File: config.mk
export PLATFORM = sky130hd
export DESIGN_NAME = accel_resp_fmt
export DESIGN_NICKNAME = d
export VERILOG_FILES = /design/src/rtl/accel_fmt_pkg.sv /design/src/rtl/accel_fmt_ctrl.sv /design/src/rtl/accel_fmt_datapath.sv /design/src/rtl/accel_resp_fmt.sv
export SDC_FILE = /design/constraint.sdc
export NUM_CORES = 1
export LEC_CHECK = 0
export BUFFER_PORTS_ARGS = -buffer_cell sky130_fd_sc_hd__buf_2
export CORE_ASPECT_RATIO = 0.9
export CORE_UTILIZATION = 46
export DETAILED_ROUTE_END_ITERATION = 10
export GPL_TIMING_DRIVEN = 1
export PLACE_DENSITY = 0.76
export SYNTH_ARGS = -nofsm -noshare
export SYNTH_HDL_FRONTEND = slang
export SYNTH_SLANG_ARGS = --single-unit
export TNS_END_PERCENT = 10
File: constraint.sdc
create_clock -name clk -period 2.5 [get_ports clk]
set_clock_uncertainty 0.2 [all_clocks]
set_input_delay 0.25 -clock clk [delete_from_list [all_inputs] [get_ports clk]]
set_output_delay 0.25 -clock clk [all_outputs]
set_load 0.03 [all_outputs]
File: src/rtl/accel_fmt_pkg.sv
package accel_fmt_pkg;

  // Strobes from the control module to the datapath.
  typedef struct packed {
    logic load;          // capture a new word
    logic forceZero;     // not ready, short response
    logic forceInvalid;  // not ready, long response
  } fmtStrobe_t;

endpackage

File: src/rtl/accel_fmt_ctrl.sv
module accel_fmt_ctrl
  import accel_fmt_pkg::*;
#(
  parameter int SAMPLE_W = 10,
  parameter int LEN_W    = 4
) (
  input  logic             clk,
  input  logic             rstN,
  input  logic             loadStrobe,
  input  logic [LEN_W-1:0] reqLen,
  input  logic             isLong,
  input  logic             devReady,
  output fmtStrobe_t       strobe,
  output logic [LEN_W-1:0] effLen
);
  localparam logic [LEN_W-1:0] MAX_LEN = LEN_W'(SAMPLE_W);
  localparam logic [LEN_W-1:0] MIN_LEN = LEN_W'(1);

  always_comb begin
    if (reqLen == '0)          effLen = MIN_LEN;
    else if (reqLen > MAX_LEN) effLen = MAX_LEN;
    else                       effLen = reqLen;
  end

  always_comb begin
    strobe.load         = loadStrobe;
    strobe.forceZero    = !devReady && !isLong;
    strobe.forceInvalid = !devReady && isLong;
  end

  // the length handed to the datapath is always legal
  a_r2_len_range: assert property (@(posedge clk) disable iff (!rstN)
    loadStrobe |-> (effLen >= MIN_LEN && effLen <= MAX_LEN));

  // at most one placeholder is selected
  a_r6_one_placeholder: assert property (@(posedge clk) disable iff (!rstN)
    $onehot0({strobe.forceZero, strobe.forceInvalid}));
endmodule

File: src/rtl/accel_fmt_datapath.sv
module accel_fmt_datapath
  import accel_fmt_pkg::*;
#(
  parameter int SAMPLE_W = 10,
  parameter int LEN_W    = 4
) (
  input  logic                clk,
  input  logic                rstN,
  input  fmtStrobe_t          strobe,
  input  logic [LEN_W-1:0]    effLen,
  input  logic [SAMPLE_W-1:0] sampleIn,
  output logic [SAMPLE_W-1:0] respData,
  output logic [LEN_W-1:0]    respLen
);
  localparam logic [LEN_W-1:0] MAX_LEN = LEN_W'(SAMPLE_W);

  logic [LEN_W-1:0]    shiftAmt;
  logic [SAMPLE_W-1:0] fieldMask;
  logic [SAMPLE_W-1:0] truncVal;
  logic [SAMPLE_W-1:0] readyWord;
  logic [SAMPLE_W-1:0] nextData;

  assign shiftAmt = MAX_LEN - effLen;

  // Field mask: bit i belongs to the response when i >= shiftAmt.
  for (genvar i = 0; i < SAMPLE_W; i++) begin : g_mask
    assign fieldMask[i] = (LEN_W'(i) >= shiftAmt);
  end

  always_comb begin
    truncVal = sampleIn >> shiftAmt;
    if (truncVal == '0) truncVal = SAMPLE_W'(1);
    readyWord = truncVal << shiftAmt;
    if (strobe.forceZero)         nextData = '0;
    else if (strobe.forceInvalid) nextData = fieldMask;
    else                          nextData = readyWord;
  end

  always_ff @(posedge clk or negedge rstN) begin
    if (!rstN) begin
      respData <= '0;
      respLen  <= MAX_LEN;
    end else if (strobe.load) begin
      respData <= nextData;
      respLen  <= effLen;
    end
  end

  a_r7_hold: assert property (@(posedge clk) disable iff (!rstN)
    !strobe.load |=> ($stable(respData) && $stable(respLen)));

  a_r4_ready_nonzero: assert property (@(posedge clk) disable iff (!rstN)
    (strobe.load && !strobe.forceZero && !strobe.forceInvalid) |=> (respData != '0));

  a_r5_short_zero: assert property (@(posedge clk) disable iff (!rstN)
    (strobe.load && strobe.forceZero) |=> (respData == '0));

  a_r3_low_clear: assert property (@(posedge clk) disable iff (!rstN)
    (SAMPLE_W'(respData << respLen) == '0));
endmodule

File: src/rtl/accel_resp_fmt.sv
module accel_resp_fmt
  import accel_fmt_pkg::*;
#(
  parameter int SAMPLE_W = 10,
  parameter int LEN_W    = 4
) (
  input  logic                clk,
  input  logic                rstN,
  input  logic                loadStrobe,
  input  logic [SAMPLE_W-1:0] sampleIn,
  input  logic [LEN_W-1:0]    reqLen,
  input  logic                isLong,
  input  logic                devReady,
  output logic [SAMPLE_W-1:0] respData,
  output logic [LEN_W-1:0]    respLen
);
  fmtStrobe_t       strobe;
  logic [LEN_W-1:0] effLen;

  accel_fmt_ctrl #(.SAMPLE_W(SAMPLE_W), .LEN_W(LEN_W)) uCtrl (
    .clk(clk), .rstN(rstN), .loadStrobe(loadStrobe), .reqLen(reqLen),
    .isLong(isLong), .devReady(devReady), .strobe(strobe), .effLen(effLen)
  );

  accel_fmt_datapath #(.SAMPLE_W(SAMPLE_W), .LEN_W(LEN_W)) uData (
    .clk(clk), .rstN(rstN), .strobe(strobe), .effLen(effLen),
    .sampleIn(sampleIn), .respData(respData), .respLen(respLen)
  );
endmodule

==> metrics <==
Max Slew Vio Count=0; Flop pwr share=between 20% and 30%; vias per inst=5.89; CTS tree=yes; net count after synthesis=about 230; Worst-path clk slew=0.06 ns; Skew-Pair Late Insertion Delay=approximately 0.25 ns; Avg Cell Area, Syn=7.89 µm²; commonest non-fill, non-tap cell in the layout=buf_4; ys flop type=dfrtp_1; Slew @ Worst Pin=0.435 ns; FFs w/ async S/R, synth=100%; PD cells=497 mW/mm²; post-detail-place hpwl=4.31 mm; ANT cells=0; internal power=721 µW; worst hold slack=0.167 ns; die width=64.8 µm; Synth warnings=0; Max FO, Critical Path=7; Tmin final=3.12 ns; most frequent cells in the layout=buf_4, buf_2, nor2_1, nand2_1, a21oi_1; largest net degree at the start of global routing=21; Die ar.=0.00380 mm²; DRC Markers=0; # rows=20; RePlAce Congestion=0.976; area occupied by multi-input gates=0.00128 mm²; CP Capture Type=register; Root Driver=clkbuf_8; share of the clock period used by the worst path=125%; Distinct cells, synth=about 60; Nets=between 300 and 400; FMAX=321 MHz; RSZ-0062 raised after global routing=yes; total gr overflow=0; GR Util All Layers=30.4%; share of layout cells above drive strength 1=46.4%; Design Power=1230 µW; Antenna Nets Post-Route=0; Fin. Hold Viols=0; Clock power frac=15.7%; vias post-DR=roughly 2.0k; FF/Latch Area=between 300 and 400 µm²; Logic pwr share=about three fifths; Starting Density=48.4%; sw frac=41.3%; IO Count=33; WS Path Type=in2reg; sequential-to-total area share from yosys stat=21.6%; # clock sinks=14; htree depth=1; post-layout util=73.1%; DR iter-0 viols=104; failing checks=setup timing; flops & latches, synth=14; Net Sw Power=508 µW; Area growth syn-to-layout=51.1%; initial antenna violation count=0; outcome=complete, but fails checks; max cap viols=0; Arrival @ worst endpoint=around 3 ns; mapped cell area=approximately 0.0016 mm²; first-pass GRT wire length=8.74 mm; Lkg Pwr=0.00108 µW; final wirelength=5.59 mm; PortBufs=32; relative slew slack=between 70% and 80%; chip height=58.5 µm; Hold Crit Class=in2reg; Cells after Synth=207; vias in the first global route=about 1.9k; CTS Buf Count=3; Post-synth EDFFs=0; fill cell count=289; Worst Setup Start Kind=input pin; Required @ worst endpoint=2.47 ns; core area=0.00338 mm²; worst setup margin=-0.620 ns; clk buf depth=2; DR WL/cell=16.6 µm; First-pass DRT Iterations=4; # setup viols final=10; worst vdd ir=330 µV
==> final cells by class <==
| type | count | share of cell area, % |
|---|---|---|
| multi-input combinational | 167 | 51.9 |
| timing repair buffer | 98 | 28.2 |
| sequential | 14 | 14.3 |
| tap | 44 | 2.23 |
| clock buffer | 4 | 1.82 |
| inverter | 10 | 1.62 |
==> power groups by stage <==
| stage | clock [µW] | combinational (µW) | sequential, µW |
|---|---|---|---|
| 3_3_place_gp | 0 | 683 | 285 |
| 2_1_floorplan | 0 | 356 | 358 |
| 6_report | 192 | 754 | 282 |
| 3_5_place_dp | 0 | 691 | 285 |
| 5_1_grt | 211 | 805 | 287 |
| 4_1_cts | 203 | 721 | 282 |
==> kinds of logic after synthesis <==
logic type / after synthesis / synth area share (%)
and+or+nand+nor: 68 / 20.9
xor gates and xnor gates: 2 / 1.07
DFF: 14 / 21.6
adders and majority gates: 3 / 2.30
AOI/OAI and AO/OA: 83 / 37.4
buffers and inverters: 26 / 6.28
muxes: 11 / 10.4
==> what timing repair did <==
action,CTS,global route
buffers inserted,1,1
gates resized for setup,14,6
endpoints found under the hold margin,14,0
hold buffers,1,0
pin swaps,5,6
setup endpoints to repair,10,10
==> flip-flops by register name, indices dropped and copies added, names as in the netlist <==
register	count
uData.respData	10
uData.respLen	4
==> final timing paths <==
kind,startpoint,to,slack (ns),cells past startpoint
setup / recovery,reqLen[2],uData.respData[4]$_DFFE_PN0P_,-0.62,11
hold / removal,loadStrobe,uData.respData[1]$_DFFE_PN0P_,0.17,3
setup reg to reg,uData.respData[9]$_DFFE_PN0P_,uData.respData[9]$_DFFE_PN0P_,1.41,4
hold reg to reg,uData.respLen[1]$_DFFE_PN1P_,uData.respLen[1]$_DFFE_PN1P_,0.28,2
max in group asynchronous,rstN,uData.respLen[1]$_DFFE_PN1P_,1.59,2
min in group asynchronous,rstN,uData.respData[1]$_DFFE_PN0P_,0.22,2
==> Yosys cell counts (all sizes together) (5+ instances only) <==
library cell  count  share of area (%)
inv              10                2.5
nand2            14                3.2
nand3             7                2.1
nor2             24                5.5
o22ai             7                2.7
clkbuf           12                2.8
mux2              5                3.4
o211ai            9                4.1
o21ai            12                4.4
a21oi            14                4.3
dfrtp            12                 18
==> routing by layer <==
layer,vias to the layer above,share of wire [%],global-route usage [%]
met5,-,0,0
met4,0,1.6,7.62
met3,11,5.3,4.65
met2,75,47,49.6
met1,926,46,42.0
li1,974,-,-
==> worst max-delay path: stages <==
cell,delay (ns)
buf_8,0.10
or3b_4,0.41
o21ai_4,0.09
buf_6,0.15
mux4_2,0.52
a221o_1,0.38
or4b_4,0.53
o31ai_4,0.20
buf_6,0.17
nand4_1,0.14
a21oi_1,0.15
==> metrics by stage <==
step,TNS [ns],worst slack (ns),area (µm²),cells
after detailed placement,-9.32,-1.00,2310,330
after global placement,-8.87,-0.939,2310,330
final,-5.62,-0.620,2470,337
after global routing,-6.22,-0.692,2470,337
after floorplan,-9.11,-0.939,1730,207
after CTS,-5.46,-0.606,2430,336
No activity file was read; power rests on OpenSTA's default activity.
